### config.mk
export PLATFORM = sky130hd
export DESIGN_NAME = dual_pix_fmt
export DESIGN_NICKNAME = d
export VERILOG_FILES = /design/src/rtl/pxf_pkg.sv /design/src/rtl/pxf_pair.sv /design/src/rtl/pxf_outreg.sv /design/src/rtl/pxf_sync.sv /design/src/rtl/dual_pix_fmt.sv
export SDC_FILE = /design/constraint.sdc
export NUM_CORES = 1
export LEC_CHECK = 0
export BUFFER_PORTS_ARGS = -buffer_cell sky130_fd_sc_hd__buf_2
export CAP_MARGIN = 0
export CORE_MARGIN = 10
export CORE_UTILIZATION = 45
export CTS_BUF_LIST = sky130_fd_sc_hd__clkbuf_8
export CTS_CLUSTER_SIZE = 30
export DETAILED_ROUTE_END_ITERATION = 8
export PLACE_DENSITY_LB_ADDON = 0.08
export SYNTH_ARGS = -nofsm -noshare
export SYNTH_HDL_FRONTEND = slang
export SYNTH_SLANG_ARGS = --single-unit
### constraint.sdc
create_clock -name clk -period 1.52 [get_ports clk]
set_input_delay 0.304 -clock clk [delete_from_list [all_inputs] [get_ports clk]]
set_output_delay 0.304 -clock clk [all_outputs]
set_load 0.02 [all_outputs]
### src/rtl/pxf_pkg.sv
package pxf_pkg;

  typedef enum logic {SLOT_FIRST = 1'b0, SLOT_SECOND = 1'b1} slot_e;

  typedef struct packed {
    logic emit;   // send a word this cycle
    logic stash;  // keep pixel as first of a pair
    logic flush;  // send lone first pixel with empty second slot
  } pair_act_t;

  // Decide what the pairing logic does with the current input cycle.
  function automatic pair_act_t pair_decide(input logic two, input logic valid,
                                            input logic de, input logic have_first);
    pair_act_t r;
    r = '0;
    if (valid) begin
      if (!two) begin
        r.emit = de;
      end else if (de) begin
        if (have_first) r.emit = 1'b1;
        else            r.stash = 1'b1;
      end else if (have_first) begin
        r.emit  = 1'b1;
        r.flush = 1'b1;
      end
    end
    return r;
  endfunction

  // Clock enable after the coming edge, given gating mode and next data-enable.
  function automatic logic clk_en_next(input logic gate, input logic de_next);
    return !gate || de_next;
  endfunction

endpackage

### src/rtl/pxf_pair.sv
module pxf_pair #(
  parameter int unsigned PIX_W = 24
) (
  input  logic             clk,
  input  logic             rst_n,
  input  logic             two_pix,
  input  logic             valid,
  input  logic             de,
  input  logic [PIX_W-1:0] pix,
  output logic             emit,
  output logic             flush,
  output logic [PIX_W-1:0] ev_pix,
  output logic [PIX_W-1:0] od_pix
);
  import pxf_pkg::*;

  slot_e            slot_q;
  logic [PIX_W-1:0] stash_q;
  pair_act_t        act;

  always_comb act = pair_decide(two_pix, valid, de, slot_q == SLOT_SECOND);

  always_ff @(posedge clk or negedge rst_n) begin
    if (!rst_n) begin
      slot_q  <= SLOT_FIRST;
      stash_q <= '0;
    end else if (!two_pix) begin
      slot_q <= SLOT_FIRST;
    end else if (act.stash) begin
      stash_q <= pix;
      slot_q  <= SLOT_SECOND;
    end else if (act.emit) begin
      slot_q <= SLOT_FIRST;
    end
  end

  assign emit   = act.emit;
  assign flush  = act.flush;
  assign ev_pix = two_pix ? stash_q : pix;
  assign od_pix = (!two_pix || act.flush) ? '0 : pix;

endmodule

### src/rtl/pxf_outreg.sv
module pxf_outreg #(
  parameter int unsigned PIX_W = 24
) (
  input  logic             clk,
  input  logic             rst_n,
  input  logic             two_pix,
  input  logic             stag_n,
  input  logic             emit,
  input  logic             flush,
  input  logic [PIX_W-1:0] ev_pix,
  input  logic [PIX_W-1:0] od_pix,
  output logic [PIX_W-1:0] even_bus,
  output logic [PIX_W-1:0] odd_bus,
  output logic             pix_stb,
  output logic             odd_fill
);
  logic             stagger;
  logic             odd_pend_q;
  logic [PIX_W-1:0] odd_hold_q;

  assign stagger = two_pix && !stag_n;

  always_ff @(posedge clk or negedge rst_n) begin
    if (!rst_n) begin
      even_bus <= '0;
      pix_stb  <= 1'b0;
      odd_fill <= 1'b0;
    end else begin
      pix_stb <= emit;
      if (emit) begin
        even_bus <= ev_pix;
        odd_fill <= flush;
      end
    end
  end

  always_ff @(posedge clk or negedge rst_n) begin
    if (!rst_n) begin
      odd_bus    <= '0;
      odd_hold_q <= '0;
      odd_pend_q <= 1'b0;
    end else if (!two_pix) begin
      odd_bus    <= '0;
      odd_pend_q <= 1'b0;
    end else begin
      if (odd_pend_q) begin
        odd_bus    <= odd_hold_q;
        odd_pend_q <= 1'b0;
      end
      if (emit) begin
        if (stagger) begin
          odd_hold_q <= od_pix;
          odd_pend_q <= 1'b1;
        end else begin
          odd_bus <= od_pix;
        end
      end
    end
  end

endmodule

### src/rtl/pxf_sync.sv
module pxf_sync #(
  parameter int unsigned CTL_W = 3
) (
  input  logic             clk,
  input  logic             rst_n,
  input  logic             valid,
  input  logic             de,
  input  logic             hs,
  input  logic             vs,
  input  logic [CTL_W-1:0] ctl,
  input  logic             gate_clk,
  input  logic             rise_edge,
  output logic             out_de,
  output logic             out_hs,
  output logic             out_vs,
  output logic [CTL_W-1:0] out_ctl,
  output logic             clk_en,
  output logic             launch_rise
);
  import pxf_pkg::*;

  logic de_next;
  assign de_next = valid ? de : out_de;

  always_ff @(posedge clk or negedge rst_n) begin
    if (!rst_n) begin
      out_de      <= 1'b0;
      out_hs      <= 1'b0;
      out_vs      <= 1'b0;
      out_ctl     <= '0;
      clk_en      <= 1'b0;
      launch_rise <= 1'b0;
    end else begin
      out_de      <= de_next;
      clk_en      <= clk_en_next(gate_clk, de_next);
      launch_rise <= rise_edge;
      if (valid && !de) begin
        out_hs  <= hs;
        out_vs  <= vs;
        out_ctl <= ctl;
      end
    end
  end

endmodule

### src/rtl/dual_pix_fmt.sv
module dual_pix_fmt #(
  parameter int unsigned LANE_W = 8,
  parameter int unsigned CTL_W  = 3
) (
  input  logic                clk,
  input  logic                rst_n,
  input  logic                in_valid,
  input  logic                in_de,
  input  logic                in_hs,
  input  logic                in_vs,
  input  logic [CTL_W-1:0]    in_ctl,
  input  logic [LANE_W-1:0]   in_red,
  input  logic [LANE_W-1:0]   in_grn,
  input  logic [LANE_W-1:0]   in_blu,
  input  logic                cfg_two_pix,
  input  logic                cfg_stag_n,
  input  logic                cfg_gate_clk,
  input  logic                cfg_rise_edge,
  output logic [3*LANE_W-1:0] even_bus,
  output logic [3*LANE_W-1:0] odd_bus,
  output logic                out_de,
  output logic                out_hs,
  output logic                out_vs,
  output logic [CTL_W-1:0]    out_ctl,
  output logic                pix_stb,
  output logic                odd_fill,
  output logic                clk_en,
  output logic                launch_rise
);
  localparam int unsigned PIX_W = 3 * LANE_W;

  // lane order red | green | blue, blue in the low byte
  logic [PIX_W-1:0] in_pix;
  assign in_pix = {in_red, in_grn, in_blu};

  // internal events, named for the checker
  logic             pair_emit;
  logic             pair_flush;
  logic [PIX_W-1:0] pair_ev;
  logic [PIX_W-1:0] pair_od;

  pxf_pair #(.PIX_W(PIX_W)) pair_i (
    .clk     (clk),
    .rst_n   (rst_n),
    .two_pix (cfg_two_pix),
    .valid   (in_valid),
    .de      (in_de),
    .pix     (in_pix),
    .emit    (pair_emit),
    .flush   (pair_flush),
    .ev_pix  (pair_ev),
    .od_pix  (pair_od)
  );

  pxf_outreg #(.PIX_W(PIX_W)) out_i (
    .clk      (clk),
    .rst_n    (rst_n),
    .two_pix  (cfg_two_pix),
    .stag_n   (cfg_stag_n),
    .emit     (pair_emit),
    .flush    (pair_flush),
    .ev_pix   (pair_ev),
    .od_pix   (pair_od),
    .even_bus (even_bus),
    .odd_bus  (odd_bus),
    .pix_stb  (pix_stb),
    .odd_fill (odd_fill)
  );

  pxf_sync #(.CTL_W(CTL_W)) sync_i (
    .clk         (clk),
    .rst_n       (rst_n),
    .valid       (in_valid),
    .de          (in_de),
    .hs          (in_hs),
    .vs          (in_vs),
    .ctl         (in_ctl),
    .gate_clk    (cfg_gate_clk),
    .rise_edge   (cfg_rise_edge),
    .out_de      (out_de),
    .out_hs      (out_hs),
    .out_vs      (out_vs),
    .out_ctl     (out_ctl),
    .clk_en      (clk_en),
    .launch_rise (launch_rise)
  );

endmodule

==> results of run 1 <==
[path summary, 6_finish.rpt]
path	depth (start not counted)	startpoint	end
max in group asynchronous	3	rst_n	out_i.odd_hold_q[15]
worst max register to register	4	pair_i.slot_q	pair_i.stash_q[8]
worst min-delay path	2	in_hs	sync_i.out_hs
worst min register to register	2	out_i.odd_hold_q[4]	out_i.odd_hold_q[4]
worst max-delay path	4	pair_i.slot_q	pair_i.stash_q[8]
min in group asynchronous	2	rst_n	sync_i.out_ctl[0]
[flip-flops by register name (all words and copies together) (netlist names)]
name,cells
out_i.even_bus,24
out_i.odd_bus,24
out_i.odd_hold_q,24
pair_i.stash_q,24
sync_i.out_ctl,3
out_i.odd_fill,1
out_i.odd_pend_q,1
out_i.pix_stb,1
pair_i.slot_q,1
sync_i.clk_en,1
sync_i.launch_rise,1
sync_i.out_de,1
sync_i.out_hs,1
sync_i.out_vs,1
[critical path: stages (launching register included)]
cell	delay (ns)
dfrtp_1	0.43
nand3b_4	0.17
or2_4	0.26
buf_12	0.16
mux2_4	0.30
[layer usage]
metal	share of wire	routed length, um	GRT usage	vias up
li1	-	-	-	1480
met1	0.45	4890	0.190	1568
met2	0.48	5160	0.229	66
met3	0.053	565	0.0432	10
met4	0.014	146	0.0508	0
met5	0	0	0	-
[placed cells by master, fill, tap and decap left out]
cell type / instances
buf_4: 14
and3_1: 1
inv_1: 6
a21oi_1: 1
bufinv_16: 1
nand2b_1: 1
nand2_1: 25
dfrtp_2: 1
nor2b_1: 1
clkbuf_8: 10
nor2b_2: 1
buf_2: 93
o2bb2ai_1: 1
mux2_2: 58
nand3_1: 25
a31oi_1: 1
o21ai_2: 1
a22oi_1: 24
mux2i_1: 24
nand3b_4: 1
dlygate4sd3_1: 2
inv_6: 2
and2_1: 1
mux2_4: 20
dfrtp_1: 107
or2_2: 1
clkinv_4: 1
nand3b_1: 1
nand4b_1: 1
or2_4: 1
o21ai_0: 25
o21ai_4: 1
buf_12: 11
[power by group through the flow]
stage                     clock (uW)  combinational [uW]  sequential [uW]
after floorplan                    0                 756             4020
after global placement             0                1720             3680
after detailed placement           0                1760             3690
after CTS                       1860                1770             3640
after global routing            1990                1880             3700
final                           1790                1730             3640
[metrics by stage]
step	cell area (um^2)	power [uW]	setup TNS, ns	setup WS, ns
5_1_grt	5750	7570	0	0.00736
3_5_place_dp	5510	5450	-0.0266	-0.0134
2_1_floorplan	4740	4770	0	0.00942
4_1_cts	5740	7260	0	0.0117
6_report	5750	7160	0	0.0710
3_3_place_gp	5510	5400	0	0.0291
[repair_timing]
item | CTS | global route
hold buffers | 1 | 1
endpoints found under the setup margin | 8 | 22
resized for setup | 0 | 1
setup buffers | 2 | 0
hold endpoints to repair | 21 | 1
[cell type report]
type	instances	area share
multi-input combinational	216	0.321
clock buffer	10	0.0239
tap	136	0.0296
clock inverter	6	0.0111
sequential	108	0.470
inverter	4	0.00261
timing repair buffer	120	0.141
[cells by family (layout without fill, tap and decap cells)]
family                 count (synthesis)  count (layout)  synth area share
AOI/OAI and AO/OA                     54              54            0.0731
and+or+nand+nor                       60              60            0.0636
DFF                                  108             108             0.570
muxes                                102             102             0.252
buffers and inverters                 31             140            0.0409
==> PnR_summary.wiki, run 1 <==
{| class="wikitable"
! Metric !! Value
|-
| Count of fill cells added during filler insertion || 918
|-
| Slack of the worst reg-to-reg path || 0.07 ns
|-
| Worst slew margin relative to its limit || 0.764
|-
| Total iterations of the first detailed-routing run || 4
|-
| Post-synthesis instance area || 4740 um^2
|-
| Die Span X || 123 um
|-
| Via count of the first global-routing pass || 3296
|-
| Number of endpoints failing setup at the final stage || 0
|-
| Area share of the largest cell type after synthesis || 0.570
|-
| Type of the worst setup path || flop to flop
|-
| Floorplan die height || 123 um
|-
| Routed wire length || 10.8 mm
|-
| CTS sink cnt || 108
|-
| H-tree lvl count || 3
|-
| Cell total after placement || 580
|-
| Max_cap viols || 0
|-
| Most common cell in the netlist || dfrtp_1
|-
| Switching share of power || 0.299
|-
| Global-route wire length before repair || 17.4 mm
|-
| Antenna violations before repair || 0
|-
| Worst-Skew Late Latency || 0.38 ns
|-
| Antenna diode count || 0
|-
| Number of buffers on the longest clock path || 2
|-
| Cell type with the largest total area after synthesis || dfrtp_1
|-
| Highest attainable clock frequency || 0.690 GHz
|-
| Total DRC errors in the routed layout || 0
|-
| Hold slack final || 0.153 ns
|-
| Share of async-settable or async-resettable flops after synthesis || 1.00
|-
| Multi-input gate area in the final layout || 1850 um^2
|-
| Clock tree from TritonCTS || yes
|-
| Sequential cell area in the final layout || 2700 um^2
|-
| Remaining antenna violation count || 0
|-
| Required time reported for the critical path endpoint || 1.77 ns
|-
| Top-level I/O count || 95
|-
| Post-CTS clock slew at the launch and capture registers of the worst setup and hold paths || 0.11 ns
|-
| Worst-path maximum fanout || 11
|-
| EDFF count, synth || 0
|-
| Crit end category || flop
|-
| Launching element type of the critical path || flop
|-
| Path type of the worst min-delay path || input port to flop
|-
| Synth Instances || 355
|-
| Std cell rows || 37
|-
| Layout Cells excl Fill || 600
|-
| Post-layout min period || 1.45 ns
|-
| Maximum VDD drop || 559 uV
|-
| Setup Skew || 0.0121 ns
|-
| GRT Overall Usage || 0.147
|-
| Relative area change from synthesis to final layout || 21.3%
|-
| Overflow left after global routing || 0
|-
| Master cell of the clock root buffer || clkbuf_8
|-
| Half-perimeter wire length after detailed placement || 7.20 mm
|-
| Share of the core filled with cells || 0.559
|-
| Share of power burned in the clock network || 0.250
|-
| Nets@finish || 496
|-
| Die area || 15000 um^2
|-
| Effective utilization at floorplan || 0.461
|-
| RSZ-0062 raised after global routing || false
|-
| Share of the clock period used by the worst path after layout || 0.953
|-
| Cts bufs inserted || 9
|-
| Synth Register Bits || 108
|-
| Part of the total power dissipated in sequential elements || 0.509
|-
| Leakage Power || 0.00280 uW
|-
| Largest net degree at the start of global routing || 50
|-
| Synthesized Nets || 392
|-
| Layout cells sized above 1 || 0.468
|-
| Internal Pwr Total || 5020 uW
|-
| WL per Instance || 17.9 um
|-
| Worst EP arrival || 1.70 ns
|-
| Power per cell area || 1250 nW/um^2
|-
| Placer Congestion || 0.780
|-
| Outcome || completed
|-
| Transition time at the pin with the least slew margin || 0.354 ns
|-
| Via Count || 3124
|-
| Drt initial violations || 159
|-
| Top cells by area in the synthesized netlist || dfrtp_1 (57%), mux2_2 (14%), mux2_4 (6.3%), mux2i_1 (5.1%), a22oi_1 (3.8%)
|-
| Final Hold Viols || 0
|-
| Mapped Avg Cell Area || 13.3 um^2
|-
| Yosys warning count || 0
|-
| Number of distinct library cells after synthesis || 30
|-
| Net switching power || 2140 uW
|-
| Share of the yosys chip area belonging to registers || 0.570
|-
| Power share of the combinational group || 0.241
|-
| Dominant register cell in the synthesized netlist || dfrtp_1
|-
| Pins over their slew limit || 0
|-
| Number of buffers inserted by port buffering || 94
|-
| Core area || 10300 um^2
|-
| Top cells by instance count after synthesis || dfrtp_1 (108), mux2_2 (58), nand2_1 (25), nand3_1 (25), o21ai_0 (25)
|-
| Vias per Instance || 5.21
|}
Note: power is estimated with default switching activity, not from simulation.
==> run 2: changes to the inputs <==
Settings changed: CORE_UTILIZATION 45 to 51, CTS_CLUSTER_DIAMETER set to 150.
==> run 2 against run 1 <==
Net effect:
- hold slack worse by 0.11 ns
- cell count is 4.7% lower
- combinational power about the same
- non-clock buffer count down 3
- first-iteration DRC count up 19%
- critical endpoint is now pair_i.stash_q[12]
- worst setup slack improved by 0.032 ns
- clock skew is 0.00060 ns lower
- clock power down 13%
- critical path depth unchanged
- global-route usage grew 1.5 points
- die area fell by 9.9%
- largest power group unchanged
- via count decreased by 0.86%
==> PnR_summary.wiki, run 2 (synthesis gave the netlist of run 1 again) <==
{| class="wikitable"
! Metric !! Value
|-
| Power share of the combinational group || 0.248 (+0.007)
|-
| Share of the core filled with cells || 0.618 (+0.0589)
|-
| Commonest cells after routing, fill and taps aside || dfrtp_1 (107), buf_2 (93), mux2_2 (58)
|-
| Routed wire length || 10.3 mm (-4.0%)
|-
| Top-level I/O count || 95 (unchanged)
|-
| Relative area change from synthesis to final layout || 19.4%
|-
| Path type of the worst min-delay path || input port to flop
|-
| Max stage delay cell, worst path || dfrtp_1
|-
| Crit end category || flop
|-
| List of cells traversed by the critical path || nand3b_4 > or2_4 > buf_12 > mux2_4
|-
| Internal Pwr Total || 4790 uW (-4.6%)
|-
| Worst stage delay on the critical path || 0.42 ns (about the same)
|-
| Total iterations of the first detailed-routing run || 4 (unchanged)
|-
| Antenna violations before repair || 0 (unchanged)
|-
| First element of the critical path || pair_i.slot_q
|-
| Maximum VDD drop || 519 uV (-7.1%)
|-
| H-tree lvl count || 3 (unchanged)
|-
| Via count of the first global-routing pass || 3526 (+7.0%)
|-
| Placer Congestion || 0.788 (+0.96%)
|-
| Share of the clock period used by the worst path after layout || 0.932 (-0.0213)
|-
| Final Hold Viols || 0 (unchanged)
|-
| Transition time at the pin with the least slew margin || 0.311 ns (-0.0435 ns)
|-
| Global-route wire length before repair || 17.5 mm (+0.44%)
|-
| Vias per Instance || 5.41 (+4.0%)
|-
| Worst r2r dst || pair_i.stash_q[12]
|-
| Master cell of the clock root buffer || clkbuf_8
|-
| RSZ-0062 raised after global routing || false
|-
| Net switching power || 2130 uW (-0.77%)
|-
| Post-layout min period || 1.42 ns (-0.0323 ns)
|-
| Switching share of power || 0.307 (+0.00824)
|-
| Area after detailed placement || 5480 um^2 (-0.57%)
|-
| Half-perimeter wire length after detailed placement || 7.27 mm (+0.90%)
|-
| Required time reported for the critical path endpoint || 1.77 ns (about the same)
|-
| Part of the total power dissipated in sequential elements || 0.526 (+0.017)
|-
| Sequential cell area in the final layout || 2700 um^2 (unchanged)
|-
| Floorplan die height || 116 um (-5.1%)
|-
| Remaining antenna violation count || 0 (unchanged)
|-
| Worst-Skew Late Latency || 0.37 ns (about the same)
|-
| Launching element type of the critical path || flop
|-
| Origin of the critical flop-to-flop path || pair_i.slot_q
|-
| Cts bufs inserted || 9 (unchanged)
|-
| Power per cell area || 1220 nW/um^2 (-1.9%)
|-
| Largest net degree at the start of global routing || 58 (+16%)
|-
| Leading cell type in the layout, fill and taps excluded || dfrtp_1
|-
| Max_cap viols || 0 (unchanged)
|-
| Antenna diode count || 0 (unchanged)
|-
| Drt initial violations || 190 (+19%)
|-
| Std cell rows || 35 (-5.4%)
|-
| Pins over their slew limit || 0 (unchanged)
|-
| WL per Instance || 18.1 um (+0.68%)
|-
| Clock tree from TritonCTS || yes
|-
| Worst path setup slack after routing || 0.103 ns (+0.0323 ns)
|-
| Number of endpoints failing setup at the final stage || 0 (unchanged)
|-
| Pre-CTS WS || -0.0139 ns (-0.000499 ns)
|-
| Core area || 9150 um^2 (-11%)
|-
| Count of fill cells added during filler insertion || 757 (-18%)
|-
| Worst-path maximum fanout || 12 (+1)
|-
| Highest attainable clock frequency || 0.706 GHz (+2.3%)
|-
| Die area || 13500 um^2 (-9.9%)
|-
| Worst EP arrival || 1.66 ns (-0.04 ns)
|-
| Via Count || 3097 (-0.86%)
|-
| Overflow left after global routing || 0 (unchanged)
|-
| Leakage Power || 0.00276 uW (-1.5%)
|-
| Nets@finish || 493 (-0.60%)
|-
| Effective utilization at floorplan || 0.518 (+0.0567)
|-
| Setup Skew || 0.0115 ns (-0.000596 ns)
|-
| Layout cells sized above 1 || 0.466 (-0.00129)
|-
| Total DRC errors in the routed layout || 0 (unchanged)
|-
| Number of buffers on the longest clock path || 2 (unchanged)
|-
| GRT Overall Usage || 0.162 (+0.0154)
|-
| Number of buffers inserted by port buffering || 94 (unchanged)
|-
| End point of the critical path || pair_i.stash_q[12]
|-
| Multi-input gate area in the final layout || 1850 um^2 (unchanged)
|-
| Worst slew margin relative to its limit || 0.793 (+0.0290)
|-
| Outcome || completed
|-
| Die Span X || 116 um (-5.1%)
|-
| Share of power burned in the clock network || 0.225 (-0.025)
|-
| Logic depth of the worst register-to-register path || 4 (unchanged)
|-
| Slack of the worst reg-to-reg path || 0.10 ns (+0.03 ns)
|-
| Post-CTS clock slew at the launch and capture registers of the worst setup and hold paths || 0.10 ns (about the same)
|-
| Type of the worst setup path || flop to flop
|-
| CTS sink cnt || 108 (unchanged)
|-
| Cell area after layout || 5660 um^2 (-1.6%)
|}
run 2: cell count changes in the layout (fill, tap and decap cells not counted):
cell / change
bufinv_16: -1
clkbuf_8: -1
clkinv_2: +1
clkinv_4: -1
clkinvlp_4: +3
inv_6: -1
dlygate4sd3_1: -1
buf_4: -2
run 2: area by class of cell:
| cell class | instances | share of cell area |
|---|---|---|
| multi-input cells | 216 | 0.327 |
| inverters | 4 | 0.00265 |
| well taps | 111 | 0.0245 |
| clock buffers | 9 | 0.0219 |
| repair buffers | 117 | 0.139 |
| clock inverters | 7 | 0.00774 |
| flip-flops and latches | 108 | 0.478 |
run 2: timing repair:
action | CTS | global route
hold buffers | 1 | 0
endpoints found under the setup margin | 0 | 16
endpoints found under the hold margin | 15 | 0
resized for setup | 0 | 1
setup buffers | 0 | 0
run 2: worst min-delay path by stage:
stage                  start            endpoint  slack [ns]  cells past startpoint
2_1_floorplan          rst_n   out_i.even_bus[0]       0.008                      0
3_3_place_gp           rst_n  pair_i.stash_q[15]        0.19                      1
3_5_place_dp           rst_n  pair_i.stash_q[15]        0.20                      1
4_1_cts        cfg_rise_edge  sync_i.launch_rise        0.02                      1
5_1_grt        cfg_rise_edge  sync_i.launch_rise        0.01                      1
6_report       cfg_rise_edge  sync_i.launch_rise        0.04                      1
run 2: worst max-delay path, delay by kind of cell (launching register included):
kind | cells | cell delay, ns
flip-flops | 1 | 0.42
AND/OR/NAND/NOR | 2 | 0.43
multiplexers | 1 | 0.30
buffers and inverters | 1 | 0.16
run 2: per-layer routing:
| metal | global-route usage | share of wire |
|---|---|---|
| met5 | 0 | 0 |
| met4 | 0.0542 | 0.010 |
| met1 | 0.216 | 0.47 |
| met3 | 0.0318 | 0.045 |
| met2 | 0.259 | 0.47 |
run 2: power groups by stage:
stage               logic, uW  registers (uW)  clock network (uW)
floorplan                 756            4020                   0
global placement         1710            3680                   0
detailed placement       1750            3690                   0
CTS                      1760            3640                1620
global route             1880            3720                1740
finish                   1720            3640                1560
run 2: through the flow:
| step | cells | TNS (ns) | hold slack, ns | power, uW |
|---|---|---|---|---|
| floorplan | 355 | 0 | 0.00841 | 4770 |
| global placement | 555 | 0 | 0.194 | 5390 |
| detailed placement | 555 | -0.109 | 0.197 | 5440 |
| CTS | 572 | 0 | 0.0202 | 7020 |
| global route | 572 | 0 | 0.0126 | 7340 |
| finish | 572 | 0 | 0.0385 | 6920 |
